## src/rtl/lpt_pkg.sv

```systemverilog
package lpt_pkg;
    localparam int FLAG_N  = 3;
    localparam int FLG_CMP = 0;
    localparam int FLG_WRP = 1;
    localparam int FLG_EXT = 2;
    localparam int PSEL_W  = 3;

    localparam logic [2:0] A_CTRL = 3'd0;
    localparam logic [2:0] A_CFG  = 3'd1;
    localparam logic [2:0] A_IEN  = 3'd2;
    localparam logic [2:0] A_CLR  = 3'd3;
    localparam logic [2:0] A_VAL0 = 3'd4;

    localparam int VAL_N = 3;

    typedef enum logic {ST_OFF, ST_RUN} run_st_e;
endpackage

```

## src/rtl/lpt_tick_gen.sv

```systemverilog
module lpt_tick_gen #(
    parameter int PSEL_W = lpt_pkg::PSEL_W
) (
    input  logic              clk_i,
    input  logic              rst_ni,
    input  logic              run_i,
    input  logic              ext_mode_i,
    input  logic              ext_fall_i,
    input  logic [PSEL_W-1:0] presc_i,
    input  logic              ext_i,
    output logic              tick_o,
    output logic              ext_edge_o
);
    localparam int PC_W = (1 << PSEL_W) - 1;

    logic [2:0]      sync_q;
    logic [PC_W-1:0] pc_q;
    logic [PC_W-1:0] mask;
    logic            edge_hit;

    always_ff @(posedge clk_i or negedge rst_ni) begin
        if (!rst_ni) begin
            sync_q <= '0;
        end else begin
            sync_q <= {sync_q[1:0], ext_i};
        end
    end

    always_ff @(posedge clk_i or negedge rst_ni) begin
        if (!rst_ni) begin
            pc_q <= '0;
        end else if (!run_i) begin
            pc_q <= '0;
        end else begin
            pc_q <= pc_q + PC_W'(1);
        end
    end

    always_comb begin
        mask     = (PC_W'(1) << presc_i) - PC_W'(1);
        edge_hit = ext_fall_i ? (sync_q[2] & ~sync_q[1]) : (sync_q[1] & ~sync_q[2]);
        ext_edge_o = run_i & edge_hit;
        tick_o     = run_i & (ext_mode_i ? edge_hit : ((pc_q & mask) == mask));
    end
endmodule

```

## src/rtl/lpt_core.sv

```systemverilog
module lpt_core #(
    parameter int CNT_W = 16
) (
    input  logic             clk_i,
    input  logic             rst_ni,
    input  logic             en_i,
    input  logic             tick_i,
    input  logic [CNT_W-1:0] arr_i,
    input  logic [CNT_W-1:0] cmp_i,
    input  logic [CNT_W-1:0] rep_i,
    output logic [CNT_W-1:0] cnt_o,
    output logic             run_o,
    output logic             cmp_hit_o,
    output logic             arr_hit_o,
    output logic             upd_o
);
    import lpt_pkg::*;

    run_st_e          state_q, state_d;
    logic [CNT_W-1:0] cnt_q;
    logic [CNT_W-1:0] rep_q;

    always_ff @(posedge clk_i or negedge rst_ni) begin
        if (!rst_ni) begin
            state_q <= ST_OFF;
        end else begin
            state_q <= state_d;
        end
    end

    always_comb begin
        state_d = state_q;
        unique case (state_q)
            ST_OFF: if (en_i)  state_d = ST_RUN;   // go
            ST_RUN: if (!en_i) state_d = ST_OFF;   // halt
            default: state_d = ST_OFF;
        endcase
    end

    always_comb begin
        run_o     = (state_q == ST_RUN);
        arr_hit_o = run_o && tick_i && (cnt_q == arr_i);
        cmp_hit_o = run_o && tick_i && (cnt_q == cmp_i);
        upd_o     = arr_hit_o && (rep_q >= rep_i);
        cnt_o     = cnt_q;
    end

    always_ff @(posedge clk_i or negedge rst_ni) begin
        if (!rst_ni) begin
            cnt_q <= '0;
            rep_q <= '0;
        end else if (!run_o) begin
            cnt_q <= '0;
            rep_q <= '0;
        end else if (tick_i) begin
            cnt_q <= arr_hit_o ? '0 : cnt_q + CNT_W'(1);
            if (arr_hit_o) begin
                rep_q <= upd_o ? '0 : rep_q + CNT_W'(1);
            end
        end
    end


    cnt_hold_chk: assert property (@(posedge clk_i) disable iff (!rst_ni)
        (run_o && !tick_i) |=> $stable(cnt_q));

    wrap_zero_chk: assert property (@(posedge clk_i) disable iff (!rst_ni)
        arr_hit_o |=> (cnt_q == '0));

    off_zero_chk: assert property (@(posedge clk_i) disable iff (!rst_ni)
        (state_q == ST_OFF && $past(state_q) == ST_OFF) |-> (cnt_q == '0));
endmodule

```

## src/rtl/lpt_regfile.sv

```systemverilog
module lpt_regfile #(
    parameter int CNT_W  = 16,
    parameter int PSEL_W = lpt_pkg::PSEL_W
) (
    input  logic              clk_i,
    input  logic              rst_ni,
    input  logic              bus_we_i,
    input  logic [2:0]        bus_addr_i,
    input  logic [CNT_W-1:0]  bus_wdata_i,
    input  logic              run_i,
    input  logic              upd_i,
    output logic              en_o,
    output logic              ext_mode_o,
    output logic              ext_fall_o,
    output logic [PSEL_W-1:0] presc_o,
    output logic [lpt_pkg::FLAG_N-1:0] ien_o,
    output logic [lpt_pkg::FLAG_N-1:0] clr_o,
    output logic [CNT_W-1:0]  arr_o,
    output logic [CNT_W-1:0]  cmp_o,
    output logic [CNT_W-1:0]  rep_o
);
    import lpt_pkg::*;

    logic              en_q, preload_q, ext_mode_q, ext_fall_q;
    logic [PSEL_W-1:0] presc_q;
    logic [FLAG_N-1:0] ien_q;
    logic [CNT_W-1:0]  sh_q  [VAL_N];
    logic [CNT_W-1:0]  act_q [VAL_N];
    logic              direct;

    assign direct = !preload_q || !run_i;

    always_ff @(posedge clk_i or negedge rst_ni) begin
        if (!rst_ni) begin
            en_q       <= 1'b0;
            preload_q  <= 1'b0;
            ext_mode_q <= 1'b0;
            ext_fall_q <= 1'b0;
            presc_q    <= '0;
            ien_q      <= '0;
        end else if (bus_we_i) begin
            if (bus_addr_i == A_CTRL) en_q <= bus_wdata_i[0];
            if (bus_addr_i == A_CFG)
                {presc_q, ext_fall_q, ext_mode_q, preload_q} <= bus_wdata_i[PSEL_W+2:0];
            if (bus_addr_i == A_IEN && !en_q && !run_i) ien_q <= bus_wdata_i[FLAG_N-1:0];
        end
    end

    for (genvar g = 0; g < VAL_N; g++) begin : g_val
        localparam logic [CNT_W-1:0] RST_V = (g == 0) ? {CNT_W{1'b1}} : '0;
        logic wr;
        assign wr = bus_we_i && (bus_addr_i == A_VAL0 + 3'(g));

        always_ff @(posedge clk_i or negedge rst_ni) begin
            if (!rst_ni) begin
                sh_q[g]  <= RST_V;
                act_q[g] <= RST_V;
            end else begin
                if (wr) sh_q[g] <= bus_wdata_i;
                if (wr && direct) act_q[g] <= bus_wdata_i;
                else if (!run_i || upd_i) act_q[g] <= sh_q[g];
            end
        end


        defer_hold_chk: assert property (@(posedge clk_i) disable iff (!rst_ni)
            (run_i && preload_q && !upd_i) |=> $stable(act_q[g]));
    end

    assign en_o       = en_q;
    assign ext_mode_o = ext_mode_q;
    assign ext_fall_o = ext_fall_q;
    assign presc_o    = presc_q;
    assign ien_o      = ien_q;
    assign clr_o      = (bus_we_i && bus_addr_i == A_CLR) ? bus_wdata_i[FLAG_N-1:0] : '0;
    assign arr_o      = act_q[0];
    assign cmp_o      = act_q[1];
    assign rep_o      = act_q[2];


    ien_lock_chk: assert property (@(posedge clk_i) disable iff (!rst_ni)
        run_i |=> $stable(ien_q));
endmodule

```

## src/rtl/lpt_flags.sv

```systemverilog
module lpt_flags #(
    parameter int FLAG_N = lpt_pkg::FLAG_N
) (
    input  logic              clk_i,
    input  logic              rst_ni,
    input  logic [FLAG_N-1:0] set_i,
    input  logic [FLAG_N-1:0] clr_i,
    input  logic [FLAG_N-1:0] ien_i,
    output logic [FLAG_N-1:0] flags_o,
    output logic              irq_o
);
    logic [FLAG_N-1:0] flags_q;

    always_ff @(posedge clk_i or negedge rst_ni) begin
        if (!rst_ni) begin
            flags_q <= '0;
        end else begin
            flags_q <= (flags_q & ~clr_i) | set_i;
        end
    end

    assign flags_o = flags_q;
    assign irq_o   = |(flags_q & ien_i);


    flag_sticky_chk: assert property (@(posedge clk_i) disable iff (!rst_ni)
        (clr_i == '0) |=> ((flags_q & $past(flags_q)) == $past(flags_q)));
endmodule

```

## src/rtl/lp_timer.sv

```systemverilog
module lp_timer #(
    parameter int CNT_W = 16
) (
    input  logic             clk_i,
    input  logic             rst_ni,
    input  logic             bus_we_i,
    input  logic [2:0]       bus_addr_i,
    input  logic [CNT_W-1:0] bus_wdata_i,
    input  logic             ext_i,
    output logic [CNT_W-1:0] count_o,
    output logic [2:0]       flags_o,
    output logic             irq_o
);
    import lpt_pkg::*;

    logic              en, ext_mode, ext_fall, run, tick, ext_edge;
    logic              cmp_hit, arr_hit, upd;
    logic [PSEL_W-1:0] presc;
    logic [FLAG_N-1:0] ien, clr, set;
    logic [CNT_W-1:0]  arr, cmp, rep;

    lpt_regfile #(.CNT_W(CNT_W), .PSEL_W(PSEL_W)) u_regs (
        .clk_i(clk_i), .rst_ni(rst_ni),
        .bus_we_i(bus_we_i), .bus_addr_i(bus_addr_i), .bus_wdata_i(bus_wdata_i),
        .run_i(run), .upd_i(upd),
        .en_o(en), .ext_mode_o(ext_mode), .ext_fall_o(ext_fall), .presc_o(presc),
        .ien_o(ien), .clr_o(clr), .arr_o(arr), .cmp_o(cmp), .rep_o(rep)
    );

    lpt_tick_gen #(.PSEL_W(PSEL_W)) u_tick (
        .clk_i(clk_i), .rst_ni(rst_ni), .run_i(run),
        .ext_mode_i(ext_mode), .ext_fall_i(ext_fall), .presc_i(presc),
        .ext_i(ext_i), .tick_o(tick), .ext_edge_o(ext_edge)
    );

    lpt_core #(.CNT_W(CNT_W)) u_core (
        .clk_i(clk_i), .rst_ni(rst_ni), .en_i(en), .tick_i(tick),
        .arr_i(arr), .cmp_i(cmp), .rep_i(rep),
        .cnt_o(count_o), .run_o(run),
        .cmp_hit_o(cmp_hit), .arr_hit_o(arr_hit), .upd_o(upd)
    );

    always_comb begin
        set          = '0;
        set[FLG_CMP] = cmp_hit;
        set[FLG_WRP] = arr_hit;
        set[FLG_EXT] = ext_edge;
    end

    lpt_flags #(.FLAG_N(FLAG_N)) u_flags (
        .clk_i(clk_i), .rst_ni(rst_ni), .set_i(set), .clr_i(clr),
        .ien_i(ien), .flags_o(flags_o), .irq_o(irq_o)
    );
endmodule

```

## config.mk

```make
export PLATFORM = sky130hd
export DESIGN_NAME = lp_timer
export DESIGN_NICKNAME = d
export VERILOG_FILES = /design/src/rtl/lpt_pkg.sv /design/src/rtl/lpt_tick_gen.sv /design/src/rtl/lpt_core.sv /design/src/rtl/lpt_regfile.sv /design/src/rtl/lpt_flags.sv /design/src/rtl/lp_timer.sv
export SDC_FILE = /design/constraint.sdc
export NUM_CORES = 1
export LEC_CHECK = 0
export ABC_AREA = 1
export BUFFER_PORTS_ARGS = -buffer_cell sky130_fd_sc_hd__buf_2
export CORE_MARGIN = 2
export CORE_UTILIZATION = 60
export DETAILED_ROUTE_END_ITERATION = 8
export PLACE_DENSITY_LB_ADDON = 0.15
export SLEW_MARGIN = 15
export SYNTH_ARGS = -nofsm -noshare
export SYNTH_HDL_FRONTEND = slang
export SYNTH_SLANG_ARGS = --single-unit
```

## constraint.sdc

```tcl
create_clock -name clk_i -period 2.47 [get_ports clk_i]
set_clock_uncertainty 0.05 [all_clocks]
set_input_delay 0.1235 -clock clk_i [delete_from_list [all_inputs] [get_ports clk_i]]
set_output_delay 0.1235 -clock clk_i [all_outputs]
set_load 0.01 [all_outputs]
```

# After elaboration in Yosys (flattened, before gate mapping)
# Cells that the tools add are included.
[totals]
register_bits = 152
wordCells = 91
inputBits = 23
out_inout_bits = 20
[classes]
shifts = 1
n_mux = 18
n_reduce_logical = 27
n_eq_ne = 11
n_bitwise = 11
n_addsub = 4
magnitude_cmp = 1
[op_table]
columns = ["op", "count"]
rows = [
  ["two-way mux 16 bit", 13],
  ["adder 16 x 1 -> 16 bit (second input constant)", 2],
  ["equality test 16 bit", 2],
  [">= comparator 16 bit", 1],
  ["logical AND 1 bit", 13],
  ["equality test 3 bit (second input constant)", 3],
  ["AND reduction 2 bit", 4],
  ["adder 7 x 1 -> 7 bit (second input constant)", 1],
  ["AND 7 bit", 1],
  ["equality test 7 bit", 1],
  ["two-way mux 7 bit", 1],
  ["<< shifter 1 x 3 -> 7 bit (first input constant)", 1],
  ["subtractor 7 x 2 -> 7 bit (second input constant)", 1],
  ["AND 3 bit", 2],
  ["equality test 3 x 2 -> 1 bit (second input constant)", 2],
  ["nonzero test 2 bit", 3],
  ["AND 1 bit", 4],
  ["inequality test 2 x 1 -> 1 bit (second input constant)", 2],
  ["equality test 3 x 1 -> 1 bit (second input constant)", 1],
  ["logical NOT 1 bit", 3],
  ["logical NOT 3 bit", 1],
  ["two-way mux 1 bit", 3],
  ["two-way mux 3 bit", 1],
  ["inverter 3 bit", 1],
  ["4 further kinds", 6],
]

# Depth between registers and ports, before layout
# Gate-level depths: netlist of run 1.
[depth]
ltp_word = 13
ltp_mapped = 17
ltp_nobuf = 16

# Cells and area by module
# From an unflattened synthesis of run 1, not the netlist that was laid out.
[unflattened]
hier_cells = 1147
area_unflattened_um2 = 8735.9
[by_module_without_submodules]
columns = ["module", "seq_area_each_um2", "instances", "cells_each", "area_per_inst_um2"]
rows = [
  ["lpt_regfile", 2692.6, 1, 595, 5028.6],
  ["lpt_core", 825.8, 1, 474, 3069.2],
  ["lpt_tick_gen", 250.2, 1, 65, 501.7],
  ["lpt_flags", 75.1, 1, 13, 136.4],
]

# Worst setup path after synthesis of run 1
# No wires, ideal clock.
[synth_path]
path_kind = "reg-to-reg"
from = "register u_regs.presc_q[1], in the netlist u_regs.presc_o[1]"
to = "register u_core.rep_q[5]"
period_less_slack_ns = 2.232
t_arrival_ns = 2.064
stages_incl_launch_ff = 16
required_time_ns = 2.301
path_slack_ns = 0.238
cell_sequence = "dfrtp_1 -> nor2_1 -> nand2_1 -> ha_1 -> nor2_1 -> nor3_1 -> nand3_1 -> nor2_2 -> nand2_2 -> nand2_4 -> nand2_4 -> nor2_4 -> nor2_8 -> buf_6 -> nand2_1 -> nand2_1"
[synth_between]
elab_chain_cells = 13
[synth_lines]
columns = ["element", "line_no", "text"]
rows = [
  ["start, declared", "lpt_regfile.sv:25", "logic [PSEL_W-1:0] presc_q;"],
  ["start signal, assigned", "lpt_regfile.sv:44", "{presc_q, ext_fall_q, ext_mode_q, preload_q} <= bus_wdata_i[PSEL_W+2:0];"],
  ["<< shifter 1 x 3 -> 7 bit *", "lpt_tick_gen.sv:40", "mask = (PC_W'(1) << presc_i) - PC_W'(1);"],
  ["subtractor 7 x 2 -> 7 bit *", "lpt_tick_gen.sv:40", ""],
  ["AND 7 bit", "lpt_tick_gen.sv:43", "tick_o = run_i & (ext_mode_i ? edge_hit : ((pc_q & mask) == mask));"],
  ["equality test 7 bit *", "lpt_tick_gen.sv:43", ""],
  ["two-way mux 1 bit *", "lpt_tick_gen.sv:43", ""],
  ["AND 1 bit *", "lpt_tick_gen.sv:43", ""],
  ["logical AND 1 bit (2 in series)", "lpt_core.sv:42", "arr_hit_o = run_o && tick_i && (cnt_q == arr_i);"],
  ["logical AND 1 bit", "lpt_core.sv:44", "upd_o = arr_hit_o && (rep_q >= rep_i);"],
  ["two-way mux 16 bit", "lpt_core.sv:58", "rep_q <= upd_o ? '0 : rep_q + CNT_W'(1);"],
  ["two-way mux 16 bit", "lpt_core.sv:57", "if (arr_hit_o) begin"],
  ["two-way mux 16 bit", "lpt_core.sv:55", "end else if (tick_i) begin"],
  ["two-way mux 16 bit", "lpt_core.sv:52", "end else if (!run_o) begin"],
  ["end signal, assigned", "lpt_core.sv:58", ""],
  ["end, declared", "lpt_core.sv:21", "logic [CNT_W-1:0] rep_q;"],
]
# Mark *: on every way between the ends. The rest lies on a longest branch, timed or not. The select of a mux whose other input is x is not followed.
# A chain may end at the register's enable or synchronous reset.

# Worst setup path in the final report of run 1
[layout_path]
from = "register u_regs.presc_q[1], in the netlist u_regs.presc_o[1]"
to = "register u_core.rep_q[13]"
# The elaborated chain is that of the path after synthesis.

==> results of run 1 <==
-- state kept, by name, indices dropped and copies added, names as in the netlist, 3 cells and up --
register and flops:
u_regs.sh_q 48, u_core.cnt_o 16, u_core.rep_q 16, u_regs.arr_o 16, u_regs.cmp_o 16, u_regs.rep_o 16
u_tick.pc_q 7, u_flags.flags_o 3, u_regs.ien_o 3, u_regs.presc_o 3, u_tick.sync_q 3
-- worst min-delay path by stage --
stage | start | end | depth (start not counted)
6_report | bus_wdata_i[11] | u_regs.sh_q[27] | 3
5_1_grt | bus_wdata_i[14] | u_regs.sh_q[14] | 3
4_1_cts | bus_wdata_i[11] | u_regs.sh_q[11] | 3
3_5_place_dp | rst_ni | u_tick.pc_q[4] | 1
3_3_place_gp | rst_ni | u_tick.pc_q[2] | 1
2_1_floorplan | rst_ni | u_core.cnt_o[0] | 0
-- tightest hold or removal path: stages --
cell     delay [ns]
buf_2          0.07
inv_1          0.09
o21ai_0        0.17
-- area by class of cell --
| cell class | instances | area, um^2 | share of cell area (%) |
|---|---|---|---|
| Sequential cell | 152 | 3845 | 40.14 |
| Multi-Input combinational cell | 733 | 3792 | 39.60 |
| Timing Repair Buffer | 91 | 695.7 | 7.263 |
| Clock buffer | 20 | 466.7 | 4.873 |
| Inverter | 105 | 394.1 | 4.115 |
| Tap cell | 176 | 220.2 | 2.299 |
| Clock inverter | 12 | 163.9 | 1.711 |
-- power groups by stage --
| stage | sequential, mW | clock (mW) | combinational, mW |
|---|---|---|---|
| floorplan | 3.39 | 0 | 1.28 |
| global placement | 3.48 | 0 | 1.68 |
| detailed placement | 3.50 | 0 | 1.73 |
| CTS | 3.46 | 2.79 | 1.75 |
| global route | 3.53 | 2.89 | 2.14 |
| finish | 3.48 | 2.78 | 1.87 |
-- layout by cell type, fill, tap and decap left out, types with 2 or more instances in the layout --
master,netlist,final
nand2_1,326,326
nor2_2,2,3
dfrtp_1,120,119
dfstp_2,32,32
clkinv_4,0,4
inv_1,104,104
ha_1,20,19
nor3_1,14,14
o21ai_0,124,124
nand4_1,84,84
clkinv_2,0,2
nor4_1,4,4
nand2_4,2,2
buf_2,8,41
nor2_1,41,40
xor2_1,34,34
buf_6,3,2
a21oi_1,11,11
clkbuf_8,0,3
a31oi_1,2,2
nand2_2,2,2
nand3_1,33,31
bufinv_16,0,3
a21o_1,2,2
inv_6,0,2
clkbuf_16,0,19
dlygate4sd3_1,0,4
or2_2,6,6
nand3_4,0,3
buf_12,0,5
xnor2_1,15,15
o21ai_1,2,2
nand3_2,3,2
buf_4,3,37
-- repair_timing --
| item | CTS | global route |
|---|---|---|
| hold buffers | 4 | 0 |
| resized for setup | 0 | 9 |
| endpoints found under the setup margin | 0 | 75 |
| setup buffers | 0 | 11 |
| endpoints found under the hold margin | 69 | 0 |
-- metal layers --
layer,vias to the layer above,global-route usage (%),wire length [um]
met3,30,6.156,1092
met5,-,0,0
met1,3435,44.19,9951
li1,3536,-,-
met4,0,8.190,432
met2,219,43.64,9188
-- stage by stage --
| stage | cells | setup TNS, ns |
|---|---|---|
| after CTS | 1276 | 0 |
| after global routing | 1289 | -2.187 |
| after global placement | 1240 | 0 |
| after detailed placement | 1240 | 0 |
| final | 1289 | 0 |
| after floorplan | 1046 | 0 |
-- logic make-up (layout without fill, tap and decap cells) --
family          Yosys count  count (layout)  share of synthesized area, %
simple gates            522             522                         28.48
buf+inv                 161             228                         7.869
flops                   152             152                         46.67
compound gates          142             142                         8.735
xor+xnor                 49              49                         5.210
fa+ha+maj                20              20                         3.038
==> results_dict.tcl, run 1 <==
set metrics [dict create \
    syn-cell-area_mm2 0.008237 \
    reg2reg_slack_ns 0.03 \
    start_util_pct 61.71 \
    path_cells "nor2_2, nand2_1, ha_4, nor2_1, nor3_1, nand3_1, nor2_2, nand2_2, nand2_4, nand2_4, nor2_4, buf_12, nor2_8, clkbuf_16, nand2_1, nand2_1" \
    r2r-end "u_core.rep_q[13]" \
    die_w_um 121.2 \
    synthCells 1046 \
    area_growth_pct 16.28 \
    yosysMostFrequentCell "nand2_1" \
    tightest_slew_ns 0.9607 \
    critPathLaunch "u_regs.presc_o[1]" \
    final_util_pct 71.76 \
    fin_ws_ns 0.03242 \
    clockBufferDepth 2 \
    layout.nets 1143 \
    cts.sinks 152 \
    synth_top_area_share_pct 36.46 \
    syn_avg_cell_area_um2 7.874 \
    cp.depth 16 \
    diodes 0 \
    syn_nets 1089 \
    power_leakage_nw 4.903 \
    seq_area_frac_synth_pct 46.67 \
    cp.arrival_ns 2.71 \
    fin_crit_ns 2.438 \
    relSlewSlack_pct 35.80 \
    status "complete, no violations" \
    crit_buf_inv 2 \
    coreArea_mm2 0.01335 \
    routed_wl_um 20660 \
    cts_root_buffer "clkbuf_16" \
    ant_nets 0 \
    cp_top_family "simple AND/OR/NAND/NOR gates" \
    synthTopCellsByCount "nand2_1 (326), o21ai_0 (124), dfrtp_1 (120)" \
    dp_hpwl_um 13850 \
    ioPinCount 43 \
    synthFlopType "dfrtp_1" \
    internal-power_mw 5.517 \
    end_kind "flip-flop" \
    holdWs_ns 0.01368 \
    vias 7220 \
    synth_area_leaders "dfrtp_1 (36%), nand2_1 (15%), dfstp_2 (10%), o21ai_0 (7.5%), nand4_1 (6.4%)" \
    cap_violations 0 \
    clk_latency_ns 0.43 \
    placed_cell_area_mm2 0.008698 \
    finalWeightedCongestion 0.8938 \
    p_sw_share_pct 32.05 \
    cpMostUsedCell "nand2_1" \
    die_y_um 121.2 \
    power.share.sequential_pct 42.8 \
    hold_viol_final 0 \
    fillers 1068 \
    worst_setup_path_start_kind "flip-flop" \
    crit_path_max_incr_delay_ns 0.43 \
    drv_slew 0 \
    power.share.clock_pct 34.2 \
    wl_per_cell_um 16.03 \
    drive_gt1_share_pct 15.72 \
    grt_pass1_wl_um 33870 \
    grt_max_degree 86 \
    cts_buffers 17 \
    worstPathMaxFanout 8 \
    crit_path_end "u_core.rep_q[13]" \
    yosysTopAreaCell "dfrtp_1" \
    design_area_mm2 0.009578 \
    synth.distinct_cells 34 \
    synth-async-reset-ratio_pct 100.0 \
    cts_tree "built" \
    reg2reg_from "u_regs.presc_o[1]" \
    rows 42 \
    crit_type "flip-flop to flip-flop" \
    path_clk_slew_ns 0.06 \
    antenna_found_initial 0 \
    crit_slowest_cell "dfrtp_1" \
    drc 0 \
    synth_edf_count 0 \
    p_total_mw 8.120 \
    post-place-ws_ns 0.1650 \
    first_iter_violations 735 \
    h-tree-depth 4 \
    p_switching_mw 2.603 \
    combPwrFrac_pct 23.0 \
    grtUsageTotal_pct 29.51 \
    avgViaCountPerCell 5.601 \
    dieArea_mm2 0.01468 \
    portBuffers 42 \
    final-setup-viol-count 0 \
    drt-pass1-iter-count 5 \
    power_density_mw_per_mm2 847.8 \
    max_freq_mhz 410.2 \
    fin_crit_sh_pct 98.69 \
    grt_pass1_vias 6670 \
    worst-r2r-cell-count 16 \
    ys_ff_latch 152 \
    ir_worst_vdd_uv 656.4 \
    grt_overflow_total 0 \
    hold_path_class "primary input to flip-flop" \
    yosys_warnings 0 \
    worstPathRequired_ns 2.74 \
]
Note: power is estimated with default switching activity, not from simulation.
==> inputs of run 2 (changes only) <==
- CORE_UTILIZATION: 60 -> 62
==> run 2 against run 1 <==
Compared with the run above: first-iteration DRC count increased by 35%; clock-buffer cell count increased by 1; die area decreased by 3.1%; cell area decreased by 0.24%; maximum frequency increased by 5.1%; register-to-register slack improved by 0.12 ns; critical path type unchanged.
==> results_dict.tcl, run 2 (synthesis gave the netlist of run 1 again) <==
set metrics [dict create \
    die_y_um 119.3 \
    antenna_found_initial 0 \
    power_density_mw_per_mm2 839.2 \
    hold_viol_final 0 \
    drc 0 \
    max_freq_mhz 431.1 \
    drt-pass1-iter-count 5 \
    crit_path_max_incr_delay_ns 0.42 \
    layout_commonest_cell "nand2_1" \
    reg2reg_from "u_regs.presc_o[1]" \
    drv_slew 0 \
    status "complete, no violations" \
    crit_type "flip-flop to flip-flop" \
    area_growth_pct 16.01 \
    die_w_um 119.3 \
    rows 42 \
    cts_tree "built" \
    crit_slowest_cell "dfrtp_1" \
    dp_hpwl_um 13460 \
    path_clk_slew_ns 0.06 \
    crit_buf_inv 2 \
    relSlewSlack_pct 38.04 \
    grt_max_degree 77 \
    clk_latency_ns 0.43 \
    worstPathRequired_ns 2.79 \
    diodes 0 \
    worstPathMaxFanout 8 \
    hp-start "bus_wdata_i[11]" \
    grt_pass1_wl_um 33640 \
    h-tree-depth 4 \
    stdcell_count 1288 \
    wl_per_cell_um 16.08 \
    final_util_pct 73.03 \
    ant_nets 0 \
    power_leakage_nw 4.893 \
    final_cell_mix "nand2_1 (326), o21ai_0 (124), dfrtp_1 (119)" \
    avgViaCountPerCell 5.624 \
    largest_reg_flops 48 \
    cp.arrival_ns 2.64 \
    ir_worst_vdd_uv 603.6 \
    fin_crit_sh_pct 93.92 \
    grt_overflow_total 0 \
    layout.nets 1142 \
    cts.sinks 152 \
    final-setup-viol-count 0 \
    portBuffers 42 \
    grtUsageTotal_pct 30.07 \
    hold_path_class "primary input to flip-flop" \
    reg2reg_slack_ns 0.15 \
    cap_violations 0 \
    clockBufferDepth 2 \
    fin_crit_ns 2.320 \
    dieArea_mm2 0.01422 \
    path_cells "nor2_2, nand2_1, ha_1, nor2_1, nor3_1, nand3_1, nor2_2, nand2_2, nand2_4, nand2_4, nor2_4, buf_12, clkbuf_16, nand4_1, nand2_1" \
    cts_root_buffer "clkbuf_16" \
    drive_gt1_share_pct 15.83 \
    finalWeightedCongestion 0.9056 \
    coreArea_mm2 0.01309 \
    vias 7244 \
    p_total_mw 8.019 \
    worst_setup_path_start_kind "flip-flop" \
    grt_pass1_vias 6620 \
    tightest_slew_ns 0.9272 \
    first_iter_violations 992 \
    cp_top_family "simple AND/OR/NAND/NOR gates" \
    design_area_mm2 0.009555 \
    end_kind "flip-flop" \
    cts_buffers 17 \
    dp_cells 1238 \
    ioPinCount 43 \
    routed_wl_um 20710 \
    critPathLaunch "u_regs.presc_o[1]" \
    start_util_pct 62.95 \
    fillers 979 \
    top_register "u_regs.sh_q" \
    placed_cell_area_mm2 0.008696 \
]
[run 2: worst min-delay path: cells and delay by family]
kind                   cells  cell delay [ns]
buffers and inverters      2             0.24
AOI/OAI and AO/OA          1             0.12
[run 2: layer usage]
| layer | track usage (%) | wire length [um] |
|---|---|---|
| met2 | 43.68 | 9357 |
| met5 | 0 | 0 |
| met4 | 8.185 | 280 |
| met3 | 6.513 | 1428 |
| met1 | 45.64 | 9645 |
[run 2: final timing paths]
path                               endpoint  cells past startpoint
max                        u_core.rep_q[11]                     15
max reg2reg                u_core.rep_q[11]                     15
max in group asynchronous   u_regs.sh_q[32]                      3
min                         u_regs.sh_q[43]                      3
min in group asynchronous   u_regs.sh_q[21]                      2
min reg2reg                u_tick.sync_q[1]                      0
[run 2: cell type report]
type,count,area [um^2],share of cell area [%]
clock buffer,21,491.7,5.146
clock inverter,11,128.9,1.349
inverter,105,397.9,4.164
multi-input combinational,736,3812,39.90
sequential,152,3845,40.24
tap,176,220.2,2.305
timing repair buffer,87,659.4,6.901
[run 2: where the power goes]
group / switching (mW) / internal (mW) / total [mW]
Clock: 1.07 / 1.64 / 2.71
Combinational: 1.14 / 0.692 / 1.83
Sequential: 0.389 / 3.09 / 3.47
Total: 2.60 / 5.42 / 8.02
[run 2: stage by stage]
stage               setup TNS [ns]  worst slack (ns)  hold slack (ns)
floorplan                        0            0.2378          -0.2221
global placement                 0            0.1849           0.1484
detailed placement               0            0.1160           0.1439
CTS                              0           0.08108        0.0006840
global route               -0.2175          -0.03859          0.03557
finish                           0            0.1503          0.01185
[run 2: timing repair]
item | 4_1_cts | 5_1_grt
resized for setup | 0 | 8
hold endpoints to repair | 57 | 0
hold buffers | 3 | 0
setup buffers | 0 | 10
setup endpoints to repair | 0 | 70
